`config.mk`:
```
export PLATFORM = sky130hd
export DESIGN_NAME = anot_node
export DESIGN_NICKNAME = d
export VERILOG_FILES = /design/src/rtl/anot_pkg.sv /design/src/rtl/anot_slot.sv /design/src/rtl/anot_in_seq.sv /design/src/rtl/anot_out_seq.sv /design/src/rtl/anot_node.sv
export SDC_FILE = /design/constraint.sdc
export NUM_CORES = 1
export LEC_CHECK = 0
export BUFFER_PORTS_ARGS = -buffer_cell sky130_fd_sc_hd__buf_2
export CORE_MARGIN = 2
export CORE_UTILIZATION = 35
export CTS_CLUSTER_DIAMETER = 60
export CTS_CLUSTER_SIZE = 12
export DETAILED_ROUTE_END_ITERATION = 8
export PLACE_DENSITY = 0.61
export SYNTH_ARGS = -nofsm -noshare
export SYNTH_HDL_FRONTEND = slang
export SYNTH_SLANG_ARGS = --single-unit
```
`constraint.sdc`:
```
create_clock -name clk -period 1.8 [get_ports clk]
set_clock_uncertainty 0.05 [all_clocks]
set_input_delay 0.36 -clock clk [delete_from_list [all_inputs] [get_ports clk]]
set_output_delay 0.36 -clock clk [all_outputs]
set_load 0.01 [all_outputs]
```
`src/rtl/anot_pkg.sv`:
```
package anot_pkg;
  localparam int NUM_IN = 2;
  localparam int IDX_A  = 0;
  localparam int IDX_B  = 1;

  typedef enum logic [1:0] {
    IN_AWAIT_A = 2'd0,
    IN_AWAIT_B = 2'd1,
    IN_DONE    = 2'd2
  } in_state_e;

  typedef enum logic [1:0] {
    OUT_IDLE = 2'd0,
    OUT_WAIT = 2'd1,
    OUT_DONE = 2'd2
  } out_state_e;
endpackage

```
`src/rtl/anot_slot.sv`:
```
module anot_slot #(
  parameter int DW = 1
) (
  input  logic          clk,
  input  logic          rst_n,
  input  logic          wr_vld,
  input  logic [DW-1:0] wr_dat,
  input  logic          take,
  output logic          full,
  output logic [DW-1:0] dat
);
  always_ff @(posedge clk or negedge rst_n) begin
    if (!rst_n) begin
      full <= 1'b0;
      dat  <= '0;
    end else if (wr_vld && !full) begin
      full <= 1'b1;
      dat  <= wr_dat;
    end else if (take) begin
      full <= 1'b0;
    end
  end

  // an occupied slot keeps its value until taken
  p_hold_full_r9: assert property (@(posedge clk) disable iff (!rst_n)
    (full && !take) |=> (full && $stable(dat)));
endmodule

```
`src/rtl/anot_in_seq.sv`:
```
module anot_in_seq
  import anot_pkg::*;
(
  input  logic clk,
  input  logic rst_n,
  input  logic a_full,
  input  logic a_bit,
  input  logic b_full,
  input  logic b_bit,
  input  logic tick_end,
  output logic a_take,
  output logic b_take,
  output logic known,
  output logic aux,
  output logic in_done,
  output logic a_wait,
  output logic b_wait
);
  in_state_e st;

  assign a_take  = (st == IN_AWAIT_A) && a_full;
  assign b_take  = (st == IN_AWAIT_B) && b_full;
  assign a_wait  = (st == IN_AWAIT_A) && !a_full;
  assign b_wait  = (st == IN_AWAIT_B) && !b_full;
  assign in_done = (st == IN_DONE);

  always_ff @(posedge clk or negedge rst_n) begin
    if (!rst_n) begin
      st    <= IN_AWAIT_A;
      aux   <= 1'b1;
      known <= 1'b0;
    end else if (tick_end) begin
      st    <= IN_AWAIT_A;
      aux   <= 1'b1;
      known <= 1'b0;
    end else if (a_take) begin
      st <= IN_AWAIT_B;
      if (!a_bit) begin
        aux   <= 1'b0;
        known <= 1'b1;
      end
    end else if (b_take) begin
      st    <= IN_DONE;
      known <= 1'b1;
      aux   <= aux & ~b_bit;
    end
  end

  // credit pulses last one cycle
  p_free_pulse_r3: assert property (@(posedge clk) disable iff (!rst_n)
    a_take |=> !a_take);
  // A is never taken right after B in the same tick
  p_no_a_after_b_r2: assert property (@(posedge clk) disable iff (!rst_n)
    b_take |=> !a_take);
endmodule

```
`src/rtl/anot_out_seq.sv`:
```
module anot_out_seq
  import anot_pkg::*;
(
  input  logic clk,
  input  logic rst_n,
  input  logic known,
  input  logic c_free,
  input  logic tick_end,
  output logic c_fire,
  output logic c_free_wait,
  output logic out_done
);
  out_state_e st;

  assign c_fire      = (st == OUT_WAIT) && c_free;
  assign c_free_wait = (st == OUT_WAIT) && !c_free;
  assign out_done    = (st == OUT_DONE);

  always_ff @(posedge clk or negedge rst_n) begin
    if (!rst_n) begin
      st <= OUT_IDLE;
    end else if (tick_end) begin
      st <= OUT_IDLE;
    end else begin
      case (st)
        OUT_IDLE: if (known)  st <= OUT_WAIT;
        OUT_WAIT: if (c_free) st <= OUT_DONE;
        default:  st <= st;
      endcase
    end
  end

  // emission only once the input side has decided the result
  p_emit_after_known_r5: assert property (@(posedge clk) disable iff (!rst_n)
    c_fire |-> known);
  // a single emission per tick
  p_single_emit_r6: assert property (@(posedge clk) disable iff (!rst_n)
    c_fire |=> !c_fire);
endmodule

```
`src/rtl/anot_node.sv`:
```
module anot_node
  import anot_pkg::*;
(
  input  logic clk,
  input  logic rst_n,
  input  logic a_vld,
  input  logic a_dat,
  output logic a_free,
  output logic a_wait,
  input  logic b_vld,
  input  logic b_dat,
  output logic b_free,
  output logic b_wait,
  output logic c_vld,
  output logic c_dat,
  input  logic c_free,
  output logic c_free_wait
);
  localparam int DW = 1;

  logic [NUM_IN-1:0] s_vld, s_full, s_take;
  logic [DW-1:0]     s_wdat [NUM_IN];
  logic [DW-1:0]     s_dat  [NUM_IN];
  logic known, aux, in_done, out_done, tick_end, c_fire;

  assign s_vld[IDX_A]  = a_vld;
  assign s_vld[IDX_B]  = b_vld;
  assign s_wdat[IDX_A] = a_dat;
  assign s_wdat[IDX_B] = b_dat;

  generate
    for (genvar i = 0; i < NUM_IN; i++) begin : g_slot
      anot_slot #(.DW(DW)) u_slot (
        .clk(clk), .rst_n(rst_n),
        .wr_vld(s_vld[i]), .wr_dat(s_wdat[i]),
        .take(s_take[i]), .full(s_full[i]), .dat(s_dat[i])
      );
    end
  endgenerate

  assign tick_end = in_done && out_done;

  anot_in_seq u_in (
    .clk(clk), .rst_n(rst_n),
    .a_full(s_full[IDX_A]), .a_bit(s_dat[IDX_A][0]),
    .b_full(s_full[IDX_B]), .b_bit(s_dat[IDX_B][0]),
    .tick_end(tick_end),
    .a_take(s_take[IDX_A]), .b_take(s_take[IDX_B]),
    .known(known), .aux(aux), .in_done(in_done),
    .a_wait(a_wait), .b_wait(b_wait)
  );

  anot_out_seq u_out (
    .clk(clk), .rst_n(rst_n),
    .known(known), .c_free(c_free), .tick_end(tick_end),
    .c_fire(c_fire), .c_free_wait(c_free_wait), .out_done(out_done)
  );

  assign a_free = s_take[IDX_A];
  assign b_free = s_take[IDX_B];
  assign c_vld  = c_fire;
  assign c_dat  = c_fire & aux;

  // no emission without the downstream ready level
  p_c_needs_free_r6: assert property (@(posedge clk) disable iff (!rst_n)
    c_vld |-> c_free);
  // the tick closes only after both credits and the emission
  p_tick_close_r10: assert property (@(posedge clk) disable iff (!rst_n)
    tick_end |=> (!c_vld && !b_free));
endmodule

```
==> impl_metrics.csv <==
group,metric,value,unit
setup_path,startpoint_type,"register",
logic_synthesis,synthesis.area,463,um2
logic_synthesis,synth_ff_type,"dfrtp_1",
floorplanning,coreArea,1270,um2
placement,place_area,536,um2
cts,path_clk_slew,0.06,ns
sta,drv_slew,0,
placement,gp_congestion,0.657,
worst_hold_path,hold_path_depth,2,
cts,cts_setup_buffers,0,
sta,fmax,605,MHz
logic_synthesis,synth_nets,48,
power_and_ir_drop,ir_drop,0.000748,V
setup_path,cpPeakStageDelay,0.45,ns
grt,grtUsageMet2,15.1,%
worst_hold_path,hold_path.class,"input pin to register",
power_and_ir_drop,p_leak,0.000279,uW
setup_path,critPathCaptureType,"primary output",
grt,grt_pass1_vias,288,
finish,antenna_cells,0,
outcome,run_status,"finished, final reports clean",
sta,post-route-min-period,1.65,ns
logic_synthesis,synth_enable_flop_cells,0,
cts,cts_tree,"built",
floorplanning,die_h,40.4,um
sta,hold_slack,0.259,ns
detailed_routing,drtPass1Iterations,2,
detailed_routing,wl,789,um
grt,grt_max_degree,11,
detailed_routing,vias_per_cell,4.84,
logic_synthesis,synth_top_area_cell,"dfrtp_1",
grt,busiest_layer,"met2",
logic_synthesis,async_flop_share,100,%
sta,hold_viol,0,
sta,slew_headroom,79.6,%
logic_synthesis,yosysUniqueCellTypes,19,
grt,grtUsageMet3,8.33,%
cts,clk_path_buf_depth,2,
power_and_ir_drop,intPower,588,uW
setup_path,startpoint,"u_in.st[1]$_DFFE_PN0P_",
finish,layout-drive-gt1-share,36.2,%
floorplanning,die_x,40.4,um
detailed_routing,drcViolationCount,0,
finish,layout.nets,66,
worst_hold_path,hold_end,"g_slot[1].u_slot.full$_DFFE_PN0P_",
power_and_ir_drop,cellPowerDensity,1540,nW/um2
finish,fin_util,45.1,%
sta,fin_crit_sh,91.8,%
grt,grt_pass1_wl,1170,um
logic_synthesis,synth_area_leaders,"dfrtp_1 49%, dfstp_2 5.7%, mux2_2 4.9%",
sta,setup_tns,0,ns
grt,grtUsageTotal,11.9,%
sta,rsz0062_at_grt,"false",
floorplanning,start_util,36.5,%
cts,clkSinkCount,10,
sta,finalSetupViolCount,0,
setup_path,cp_max_fo,8,
finish,final_cell_mix,"13 x buf_2, 9 x dfrtp_1, 5 x inv_1",
setup_path,crit_chain,"nor3b_1, buf_2",
setup_path,r2r_slack,0.45,ns
logic_synthesis,ys_seq_area_share,54.3,%
setup_path,cp_data_arrival_time,1.24,ns
power_and_ir_drop,sequentialPowerShare,51.3,%
detailed_routing,ant_nets,0,
grt,antenna_found_initial,0,
power_and_ir_drop,pwr-share-comb,31.0,%
finish,mostFrequentLayoutCell,"buf_2",
setup_path,required,1.39,ns
job,max-cap-violations,0,
power_and_ir_drop,power_switching,292,uW
finish,area.growth.synth_to_final,23.5,%
logic_synthesis,synth_top_area_share,48.6,%
cts,cts_buffers,3,
detailed_routing,wire_per_inst,10.8,um
detailed_routing,drt_iter0_markers,5,
setup_path,crit-reg2reg-capture,"u_in.aux$_DFFE_PN1P_",
logic_synthesis,syn_avg_cell_area,11.3,um2
power_and_ir_drop,clock_power_share,17.8,%
grt,use_met1,14.2,%
grt,grt.overflow.total,0,
placement,port_buffers,13,
cts,htree_levels,1,
worst_hold_path,hold_path.startpoint,"b_vld",
cts,insertion_delay,0.26,ns
setup_path,critPathKind,"register to primary output",
cts,ctsRootBufferMaster,"clkbuf_4",
logic_synthesis,synth_cells,41,
finish,final_area,572,um2
floorplanning,die_area,1630,um2
detailed_routing,vias,353,
logic_synthesis,synth_seq_cells,10,
setup_path,slowest_stage,"dfrtp_1",
logic_synthesis,ys_warn_count,0,
sta,worstMarginPinSlew,0.306,ns
setup_path,ff2ff_path_depth,2,
floorplanning,core.rowCount,13,
floorplanning,pin_count,14,
power_and_ir_drop,power_switching_share,33.2,%
setup_path,reg2reg_from,"u_in.st[1]$_DFFE_PN0P_",
cell type report:
class / count / area (um2)
timing repair buffer: 14 / 75.1
tap: 15 / 18.8
fill: 128 / 697
multi-input combinational: 25 / 181
clock buffer: 4 / 26.3
sequential: 10 / 251
inverter: 5 / 18.8
Yosys cell counts, types with 2 or more instances:
library cell  number
nor2_1             4
o21a_1             2
mux2_2             2
inv_1              5
nor2b_1            3
dfrtp_1            9
nand3b_1           2
nor3b_1            3
routing by layer:
metal / share of wire [%] / wire [um] / vias up
met1: 45 / 358 / 161
li1: - / - / 178
met4: 2.4 / 19 / 0
met2: 46 / 359 / 10
met5: 0 / 0 / -
met3: 6.6 / 52 / 4
repair_timing:
action	CTS	global route
resized for setup	0	0
hold buffers	1	0
hold endpoints to repair	9	0
cells by family after synthesis:
| group | count (synthesis) | synth area share (%) |
|---|---|---|
| DFF | 10 | 54.3 |
| and+or+nand+nor | 16 | 24.1 |
| buffers and inverters | 6 | 6.49 |
| AOI/OAI and AO/OA | 7 | 10.3 |
| muxes | 2 | 4.86 |
worst max-delay path by stage:
stage,endpoint,slack (ns)
detailed placement,a_free,0.43
CTS,a_free,0.12
global placement,a_free,0.45
finish,a_free,0.15
global route,a_free,0.05
floorplan,u_in.aux$_DFFE_PN1P_,0.49
state kept, by name (all words and copies together), names as in the netlist:
name,flops
g_slot.u_slot.dat,2
u_out.st,2
u_in.aux,1
g_slot.u_slot.full,2
u_in.known,1
u_in.st,2
through the flow:
step / cells / power [uW] / worst slack [ns]
after CTS: 73 / 894 / 0.121
final: 73 / 880 / 0.148
after floorplan: 41 / 664 / 0.486
after global routing: 73 / 949 / 0.0456
after global placement: 68 / 723 / 0.450
after detailed placement: 68 / 727 / 0.426
power groups by stage:
stage	logic [uW]	clock network, uW	registers, uW
6_report	273	156	452
5_1_grt	309	171	469
4_1_cts	278	164	451
3_5_place_dp	272	0	454
3_3_place_gp	272	0	452
2_1_floorplan	252	0	412
critical path, delay by kind of cell (launching register included):
kind	cells	cell delay [ns]
buffers and inverters	1	0.20
DFF	1	0.45
and+or+nand+nor	1	0.33
No activity file was read; power rests on OpenSTA's default activity.
